`src/rtl/wf_fetch_pkg.sv`:
```
package wf_fetch_pkg;

  typedef enum logic [1:0] {
    WS_IDLE = 2'd0,
    WS_RUN  = 2'd1,
    WS_WAIT = 2'd2,
    WS_HALT = 2'd3
  } wave_state_e;

  // Width of a slot index; at least one bit.
  function automatic int idx_width(input int n);
    return (n > 1) ? $clog2(n) : 1;
  endfunction

  // Width of an occupancy counter that can hold 0..n.
  function automatic int cnt_width(input int n);
    return $clog2(n + 1);
  endfunction

  // States in which a slot is allowed to fetch.
  function automatic logic state_may_fetch(input logic [1:0] st);
    return (st == WS_RUN) || (st == WS_WAIT);
  endfunction

  // Full eligibility test for one slot.
  function automatic logic slot_eligible(input logic [1:0] st,
                                         input logic free_line,
                                         input logic stop,
                                         input logic pending);
    return state_may_fetch(st) && free_line && !stop && !pending;
  endfunction

endpackage

```
`src/rtl/wf_fetch_elig.sv`:
```
module wf_fetch_elig
  import wf_fetch_pkg::*;
#(
  parameter int N = 8
) (
  input  logic [2*N-1:0] status_i,
  input  logic [N-1:0]   line_free_i,
  input  logic [N-1:0]   stop_i,
  input  logic [N-1:0]   pending_i,
  input  logic [N-1:0]   inq_i,
  output logic [N-1:0]   elig_o,
  output logic [N-1:0]   enq_o
);

  for (genvar i = 0; i < N; i++) begin : g_slot
    assign elig_o[i] = slot_eligible(status_i[2*i +: 2], line_free_i[i],
                                     stop_i[i], pending_i[i]);
    assign enq_o[i]  = elig_o[i] && !inq_i[i];
  end

endmodule

```
`src/rtl/wf_fetch_flags.sv`:
```
module wf_fetch_flags #(
  parameter int N  = 8,
  parameter int SW = 3
) (
  input  logic          clk,
  input  logic          rst,
  input  logic          grant_v_i,
  input  logic [SW-1:0] grant_idx_i,
  input  logic          resp_v_i,
  input  logic [SW-1:0] resp_idx_i,
  input  logic [N-1:0]  enq_i,
  output logic [N-1:0]  pending_o,
  output logic [N-1:0]  inq_o
);

  logic [N-1:0] grant_oh;
  logic [N-1:0] resp_oh;
  logic [N-1:0] pending_r;
  logic [N-1:0] inq_r;

  assign grant_oh = grant_v_i ? (N'(1) << grant_idx_i) : '0;
  assign resp_oh  = resp_v_i  ? (N'(1) << resp_idx_i)  : '0;

  always_ff @(posedge clk) begin
    if (rst) begin
      pending_r <= '0;
      inq_r     <= '0;
    end else begin
      pending_r <= (pending_r & ~resp_oh) | grant_oh;
      inq_r     <= (inq_r & ~grant_oh) | enq_i;
    end
  end

  assign pending_o = pending_r;
  assign inq_o     = inq_r;

endmodule

```
`src/rtl/wf_fetch_queue.sv`:
```
module wf_fetch_queue #(
  parameter int N  = 8,
  parameter int SW = 3,
  parameter int CW = 4
) (
  input  logic          clk,
  input  logic          rst,
  input  logic [N-1:0]  push_i,
  output logic          nonempty_o,
  output logic [SW-1:0] head_o,
  output logic [CW-1:0] count_o
);

  logic [SW-1:0] q_r [N];
  logic [SW-1:0] q_n [N];
  logic [CW-1:0] count_r;
  logic [CW-1:0] count_n;
  logic          pop;

  assign pop        = (count_r != '0);
  assign nonempty_o = pop;
  assign head_o     = q_r[0];
  assign count_o    = count_r;

  // Pop the head, then append this cycle's entrants lowest index first.
  always_comb begin
    logic [31:0] fill;
    for (int j = 0; j < N; j++) q_n[j] = q_r[j];
    fill = 32'(count_r);
    if (pop) begin
      for (int j = 0; j < N - 1; j++) q_n[j] = q_r[j+1];
      fill = fill - 32'd1;
    end
    for (int i = 0; i < N; i++) begin
      if (push_i[i] && (fill < 32'(N))) begin
        q_n[fill[SW-1:0]] = SW'(i);
        fill = fill + 32'd1;
      end
    end
    count_n = fill[CW-1:0];
  end

  always_ff @(posedge clk) begin
    if (rst) begin
      count_r <= '0;
      for (int j = 0; j < N; j++) q_r[j] <= '0;
    end else begin
      count_r <= count_n;
      for (int j = 0; j < N; j++) q_r[j] <= q_n[j];
    end
  end

endmodule

```
`src/rtl/wf_fetch_arb.sv`:
```
module wf_fetch_arb
  import wf_fetch_pkg::*;
#(
  parameter int N  = 8,
  parameter int SW = idx_width(N)
) (
  input  logic          clk,
  input  logic          rst,
  input  logic [2*N-1:0] status_i,
  input  logic [N-1:0]  line_free_i,
  input  logic [N-1:0]  stop_i,
  input  logic          resp_valid_i,
  input  logic [SW-1:0] resp_slot_i,
  input  logic          resp_stale_i,
  output logic          grant_valid_o,
  output logic [SW-1:0] grant_slot_o,
  output logic [N-1:0]  pending_o,
  output logic          resp_keep_o
);

  localparam int CW = cnt_width(N);

  logic [N-1:0]  elig_w;
  logic [N-1:0]  enq_w;
  logic [N-1:0]  inq_w;
  logic [N-1:0]  pend_w;
  logic          grant_w;
  logic [SW-1:0] head_w;
  logic [CW-1:0] count_w;

  wf_fetch_elig #(.N(N)) u_elig (
    .status_i    (status_i),
    .line_free_i (line_free_i),
    .stop_i      (stop_i),
    .pending_i   (pend_w),
    .inq_i       (inq_w),
    .elig_o      (elig_w),
    .enq_o       (enq_w)
  );

  wf_fetch_queue #(.N(N), .SW(SW), .CW(CW)) u_queue (
    .clk        (clk),
    .rst        (rst),
    .push_i     (enq_w),
    .nonempty_o (grant_w),
    .head_o     (head_w),
    .count_o    (count_w)
  );

  wf_fetch_flags #(.N(N), .SW(SW)) u_flags (
    .clk         (clk),
    .rst         (rst),
    .grant_v_i   (grant_w),
    .grant_idx_i (head_w),
    .resp_v_i    (resp_valid_i),
    .resp_idx_i  (resp_slot_i),
    .enq_i       (enq_w),
    .pending_o   (pend_w),
    .inq_o       (inq_w)
  );

  assign grant_valid_o = grant_w;
  assign grant_slot_o  = head_w;
  assign pending_o     = pend_w;
  assign resp_keep_o   = resp_valid_i && !resp_stale_i;

endmodule

```
`config.mk`:
```
export PLATFORM = sky130hd
export DESIGN_NAME = wf_fetch_arb
export DESIGN_NICKNAME = d
export VERILOG_FILES = /design/src/rtl/wf_fetch_pkg.sv /design/src/rtl/wf_fetch_elig.sv /design/src/rtl/wf_fetch_flags.sv /design/src/rtl/wf_fetch_queue.sv /design/src/rtl/wf_fetch_arb.sv
export SDC_FILE = /design/constraint.sdc
export NUM_CORES = 1
export LEC_CHECK = 0
export BUFFER_PORTS_ARGS = -buffer_cell sky130_fd_sc_hd__buf_2
export CAP_MARGIN = 20
export CORE_MARGIN = 10
export CORE_UTILIZATION = 60
export DETAILED_ROUTE_END_ITERATION = 10
export PLACE_DENSITY = 0.81
export SKIP_LAST_GASP = 1
export SLEW_MARGIN = 10
export SYNTH_ARGS = -nofsm -noshare
export SYNTH_HDL_FRONTEND = slang
export SYNTH_SLANG_ARGS = --single-unit
```
`constraint.sdc`:
```
create_clock -name clk -period 8.77 [get_ports clk]
set_input_delay 1.754 -clock clk [delete_from_list [all_inputs] [get_ports clk]]
set_output_delay 1.754 -clock clk [all_outputs]
set_load 0.05 [all_outputs]
```
# ---- Yosys cells after proc, flatten, opt, wreduce, memory -nomap -nowiden
# Memory sizes are Yosys's and may differ from the RTL's.
# Cells that the tools add are included.
dict set report word_totals {
  out_inout_bits 13
  register_bits 20
  inputBits 39
  mem_count 1
  ramBits 24
  word_cells 228
}
dict set report op_classes {
  n_mux 47
  n_lt_le_gt_ge 24
  bitwise_logic 43
  shifts 2
  reduce_logical 83
  eq_ne 16
  n_addsub 9
}
# memory words word_bits read_ports rd_ports_with_merged_regs wr line_no
set memory_table {}
lappend memory_table {u_queue.q_r 8 3 8 0 8 wf_fetch_queue.sv:14} ;# logic [SW-1:0] q_r [N];
# op count
set ops {}
lappend ops {{less-than comparator 32 x 4 -> 1 bit (second input constant)} 8}
lappend ops {{2-to-1 mux 32 bit} 8}
lappend ops {{adder 32 x 1 -> 32 bit (second input constant)} 7}
lappend ops {{2-to-1 mux 24 bit} 8}
lappend ops {{demux 3 bit (select 3 bit)} 8}
lappend ops {{logical AND 1 bit} 49}
lappend ops {{AND 16 bit} 3}
lappend ops {{2-to-1 mux 3 bit} 16}
lappend ops {{inverter 16 bit} 3}
lappend ops {{bitwise OR 16 bit} 3}
lappend ops {{AND 8 bit} 5}
lappend ops {{inverter 8 bit} 5}
lappend ops {{bitwise OR 8 bit} 5}
lappend ops {{>= comparator 4 bit (second input constant)} 8}
lappend ops {{less-than comparator 4 x 1 -> 1 bit (second input constant)} 8}
lappend ops {{inverter 3 -> 4 bit} 8}
lappend ops {{logical NOT 1 bit} 25}
lappend ops {{AND 24 bit} 1}
lappend ops {{inverter 24 bit} 1}
lappend ops {{bitwise OR 24 bit} 1}
lappend ops {{2-to-1 mux 21 bit} 1}
lappend ops {{== test 2 x 1 -> 1 bit (second input constant)} 8}
lappend ops {{== test 2 bit (second input constant)} 8}
lappend ops {{2-to-1 mux 8 bit} 2}
lappend ops {{8 further kinds} 25}

# ---- Longest topological paths before layout
dict set report depth {
  depth_word 34
  depth_mapped 38
}

# ---- Hierarchy
# A second synthesis with hierarchy kept.
dict set report unflattened {
  hier_cells 632
  area_unflattened_um2 4962.3
}
# module cells_per_inst instances area_per_inst_um2 seq_area_each_um2
set modules_own_cells {}
lappend modules_own_cells {wf_fetch_queue 531 1 3948.8 560.5}
lappend modules_own_cells {wf_fetch_flags 68 1 729.4 320.3}
lappend modules_own_cells {wf_fetch_elig 32 1 270.3 0.0}
lappend modules_own_cells {wf_fetch_arb 1 1 13.8 0.0}

# ---- Least setup slack after synthesis
# No wires, ideal clock.
dict set report synth_timing {
  path_kind {in2reg}
  startpoint {in stop_i[0]}
  endpoint {reg u_queue.count_r[2] (netlist: u_queue.count_o[2])}
  path_slack_ps 918
  arrival_time_ps 7725
  cell_stages 30
  required_time_ps 8642
  setup_ps 128
  cell_sequence {or4b_4 nor2_8 buf_4 a21oi_1 a21oi_1 inv_1 ha_1 nor3_1 a21o_1 inv_2 ha_1 o211ai_1 a21boi_1 inv_1 ha_1 o21ai_2 inv_2 ha_1 mux2i_1 inv_1 ha_1 inv_1 a21oi_1 ha_1 mux2i_2 inv_2 ha_1 o211ai_1 xnor2_1 nor2_1}
}
dict set report synth_via {
  elab_chain_cells 27
}
# element line_no
set synth_lines {}
lappend synth_lines {{start: declaration} wf_fetch_arb.sv:11} ;# input logic [N-1:0] stop_i,
lappend synth_lines {{logical NOT 1 bit (*)} wf_fetch_pkg.sv:30} ;# return state_may_fetch(st) && free_line && !stop && !pending;
lappend synth_lines {{logical AND 1 bit (*) (2 in a row)} wf_fetch_pkg.sv:30}
lappend synth_lines {{logical AND 1 bit (*)} wf_fetch_elig.sv:18} ;# assign enq_o[i] = elig_o[i] && !inq_i[i];
lappend synth_lines {{logical AND 1 bit (*)} wf_fetch_queue.sv:35} ;# if (push_i[i] && (fill < 32'(N))) begin
lappend synth_lines {{2-to-1 mux 32 bit (*)} wf_fetch_queue.sv:35}
lappend synth_lines {{less-than comparator 32 x 4 -> 1 bit} wf_fetch_queue.sv:35}
lappend synth_lines {{logical AND 1 bit} wf_fetch_queue.sv:35}
lappend synth_lines {{2-to-1 mux 32 bit (*)} wf_fetch_queue.sv:35}
lappend synth_lines {{[10 not listed]} -}
lappend synth_lines {{logical AND 1 bit} wf_fetch_queue.sv:35}
lappend synth_lines {{2-to-1 mux 32 bit (*)} wf_fetch_queue.sv:35}
lappend synth_lines {{less-than comparator 32 x 4 -> 1 bit} wf_fetch_queue.sv:35}
lappend synth_lines {{logical AND 1 bit} wf_fetch_queue.sv:35}
lappend synth_lines {{2-to-1 mux 32 bit (*)} wf_fetch_queue.sv:35}
lappend synth_lines {{less-than comparator 32 x 4 -> 1 bit} wf_fetch_queue.sv:35}
lappend synth_lines {{logical AND 1 bit} wf_fetch_queue.sv:35}
lappend synth_lines {{2-to-1 mux 4 bit (*)} wf_fetch_queue.sv:35}
lappend synth_lines {{end signal: assignment} wf_fetch_queue.sv:48} ;# count_r <= count_n;
lappend synth_lines {{end: declaration} wf_fetch_queue.sv:16} ;# logic [CW-1:0] count_r;
# Mark *: on every way between the ends. The rest lies on a longest branch, timed or not.
# A chain may end at the register's enable or synchronous reset.

# ---- Final worst setup path
# Same ends and word-level chain as after synthesis.

==> metrics.csv <==
metric,value,unit
result of the run,"complete, no violations",
cell with the most instances on the worst path,sky130_fd_sc_hd__ha_1,
number of antenna violations at the first check in global routing,0,
post-synthesis instance total,639,
overall power consumption,0.002458,W
CTS Buf Count,5,
worst min path class,flop to flop,
RSZ-0062 raised after global routing,false,
number of endpoints with negative hold slack in the final report,0,
clock tree from TritonCTS,built,
Clock Skew,0.009777,ns
utilization of the core after routing,0.6742,
hold slack,0.4594,ns
floorplan die height,108.8,um
layout overhead on the synthesized area,9.635,%
Critical Path Max Stage Delay,0.52,ns
Row Count,32,
max cap viols,0,
via/cell ratio,6.839,
diode insertion count for antenna repair,0,
worst max-slew margin expressed relative to the limit,0.4463,
drt drc,0,
HPWL after detailed placement,12320,um
internal power,0.001043,W
min Tclk post-route,8.174,ns
number of unique standard cell types used by synthesis,94,
overall routed net length,15480,um
Clk network pwr share,0.063,
Clock Pin Slew Worst Setup and Hold Paths,0.08,ns
category of the most critical setup path,primary input to flop,
maximum net fanout on the critical path,9,
root buffer selected by CTS,sky130_fd_sc_hd__clkbuf_8,
combined area of all synthesized cells,0.004727,mm^2
via count of the first global-routing pass,5007,
data arrival time of the critical path,8.33,ns
type of destination of the critical path,flop,
Place WS,0.3249,ns
Clock H-tree levels,2,
Filler cells,700,
# clock sinks,44,
slowest CP cell,sky130_fd_sc_hd__nor4b_1,
Post-synth EDFFs,0,
gr usage total,0.2532,
latest clock arrival within the worst-skew pair,0.30,ns
leading register cell type out of synthesis,sky130_fd_sc_hd__dfxtp_1,
total via count in the routed design,5362,
worst supply voltage drop on vdd,322.3,uV
area inside the core boundary,0.007687,mm^2
final count of negative-setup-slack endpoints,0,
switching part of the total power,0.5755,
met1 Track Usage GR,0.2926,
Iter 0 DRT Violations,667,
grt total ovfl,0,
total number of nets in the final design,735,
First-pass DRT Iterations,6,
share of total power in sequential cells,0.129,
switching power,0.001415,W
CTS hold repair buffers,0,
count of synthesis-stage warnings from yosys,0,
wire length of the first global-routing pass,24300,um
boundary pin count,52,
Power Density,474.3,mW/mm^2
CP Launch Type,primary input,
combinational share of power,0.809,
global routing usage on met3,0.06667,
setup slack of the critical path after layout,0.5961,ns
Die Outline Area,0.01183,mm^2
sequential-to-total area share from yosys stat,0.1863,
Worst Tran Pin Value,0.8305,ns
period utilization,0.9320,
Die Width,108.8,um
initial core utilization,0.6149,
Placer Congestion,0.9773,
final number of max-transition violations,0,
worst path required time,8.93,ns
proportion of layout cells with a drive suffix above 1,0.1804,
nets in the synthesized netlist,693,
"Async S/R FF share, synth",0,
Port Buffer Count,51,
mean routed wirelength per cell,19.75,um
Static Leakage,2.023,nW
flip-flop and latch count after synthesis,44,
setup total negative slack,0,ns
ANT nets after route,0,
post-synthesis average cell area,7.398,um^2
GR Util met2,0.4319,
largest net degree at the start of global routing,48,
maximum count of clock buffers along a single path,2,
most used routing layer in global routing,met2,
Max Fclk,0.1223,GHz
[cells in the final DEF, fill, tap and decap left out, drive strengths merged, types with 5 or more instances in the layout]
master	n
a21o	8
or2	6
a2111oi	6
nor3	24
buf	63
o31ai	7
nor3b	7
nand4	7
a211oi	11
a41oi	5
nor4b	11
or3	7
o21bai	7
dfxtp	44
and2	6
clkbuf	6
nand3	36
mux2i	10
o211ai	9
o22ai	16
a31oi	7
a21oi	48
nor2	51
inv	21
nand2	82
xnor2	19
ha	15
and3	12
nand2b	10
xor2	14
nor2b	10
o21ai	35
[layer usage]
| layer | vias up | wire (um) |
|---|---|---|
| met5 | - | 0 |
| met4 | 0 | 699 |
| met3 | 76 | 1545 |
| met2 | 306 | 7288 |
| met1 | 2486 | 5947 |
| li1 | 2494 | - |
[cells by family (layout without fill, tap and decap cells)]
group / after synthesis / count (layout) / synth area share
compound gates: 204 / 204 / 0.3131
xor+xnor: 35 / 35 / 0.07729
fa+ha+maj: 15 / 15 / 0.03970
buf+inv: 49 / 92 / 0.04632
flops: 44 / 44 / 0.1863
mux: 10 / 10 / 0.02197
simple gates: 282 / 282 / 0.3152
[area by class of cell]
| type | instances | area [um^2] | share of cell area |
|---|---|---|---|
| multi-input combinational | 546 | 3641 | 0.7026 |
| timing repair buffer | 63 | 345.3 | 0.06663 |
| clock inverter | 2 | 35.03 | 0.006760 |
| clock buffer | 6 | 72.57 | 0.01400 |
| inverter | 21 | 78.83 | 0.01521 |
| tap | 102 | 127.6 | 0.02463 |
| sequential | 44 | 882.1 | 0.1702 |
[path summary, 6_finish.rpt]
check	start	end	slack [ns]	depth (start not counted)
hold / removal	u_flags.inq_o[2]	u_flags.inq_o[2]	0.46	2
hold reg to reg	u_flags.inq_o[2]	u_flags.inq_o[2]	0.46	2
setup reg to reg	u_queue.count_o[0]	u_queue.count_o[2]	0.66	36
setup / recovery	stop_i[0]	u_queue.count_o[2]	0.60	30
[worst max-delay path, delay by kind of cell]
kind | cells | cell delay [ns]
XOR/XNOR | 1 | 0.14
buffers and inverters | 8 | 0.86
multiplexers | 2 | 0.66
AND/OR/NAND/NOR | 6 | 1.62
AO/OA/AOI/OAI | 6 | 1.20
adder cells (fa/ha/maj) | 7 | 2.09
[power groups by stage]
stage | logic (W) | clock network [W] | registers, W
4_1_cts | 0.00192 | 0.000152 | 0.000312
2_1_floorplan | 0.00151 | 0 | 0.000309
6_report | 0.00199 | 0.000154 | 0.000317
5_1_grt | 0.00217 | 0.000161 | 0.000320
3_3_place_gp | 0.00186 | 0 | 0.000315
3_5_place_dp | 0.00190 | 0 | 0.000317
[sequential cells by signal, summed over array words and instances (netlist names)]
register / count
u_queue.count_o: 4
u_queue.q_r: 24
u_flags.inq_o: 8
u_flags.pending_o: 8
[synthesized netlist by cell type, types with 5 or more instances]
library cell               count  area share
sky130_fd_sc_hd__a211oi_1      7       0.011
sky130_fd_sc_hd__a21o_1        8       0.013
sky130_fd_sc_hd__a21oi_1      47       0.050
sky130_fd_sc_hd__a31oi_1       7      0.0093
sky130_fd_sc_hd__a41oi_1       5      0.0093
sky130_fd_sc_hd__and2_1        6      0.0079
sky130_fd_sc_hd__and3_1       11       0.015
sky130_fd_sc_hd__buf_2        10       0.011
sky130_fd_sc_hd__clkbuf_1     11      0.0087
sky130_fd_sc_hd__dfxtp_1      44        0.19
sky130_fd_sc_hd__ha_1         15       0.040
sky130_fd_sc_hd__inv_1        14       0.011
sky130_fd_sc_hd__inv_2         7      0.0056
sky130_fd_sc_hd__mux2i_1       9       0.019
sky130_fd_sc_hd__nand2_1      81       0.064
sky130_fd_sc_hd__nand2b_1     10       0.013
sky130_fd_sc_hd__nand3_1      36       0.038
sky130_fd_sc_hd__nand4_1       7      0.0093
sky130_fd_sc_hd__nor2_1       49       0.039
sky130_fd_sc_hd__nor2b_1      10       0.013
sky130_fd_sc_hd__nor3_1       23       0.024
sky130_fd_sc_hd__nor3b_1       5      0.0079
sky130_fd_sc_hd__nor4b_1       9       0.017
sky130_fd_sc_hd__o211ai_1      9       0.014
sky130_fd_sc_hd__o21ai_0      29       0.031
sky130_fd_sc_hd__o21bai_1      6      0.0095
sky130_fd_sc_hd__o22ai_1      16       0.021
sky130_fd_sc_hd__o31ai_1       6      0.0095
sky130_fd_sc_hd__or3_1         6      0.0079
sky130_fd_sc_hd__xnor2_1      16       0.030
sky130_fd_sc_hd__xor2_1       13       0.024
[timing repair]
action / in CTS / in global routing
setup buffers: 0 / 4
gates resized for setup: 0 / 4
setup endpoints to repair: 0 / 27
[stage by stage]
step | instances | cell area, um^2
5_1_grt | 784 | 5182
3_3_place_gp | 772 | 5036
6_report | 784 | 5182
2_1_floorplan | 639 | 4727
4_1_cts | 780 | 5144
3_5_place_dp | 772 | 5036
(Power assumes the default switching activity.)
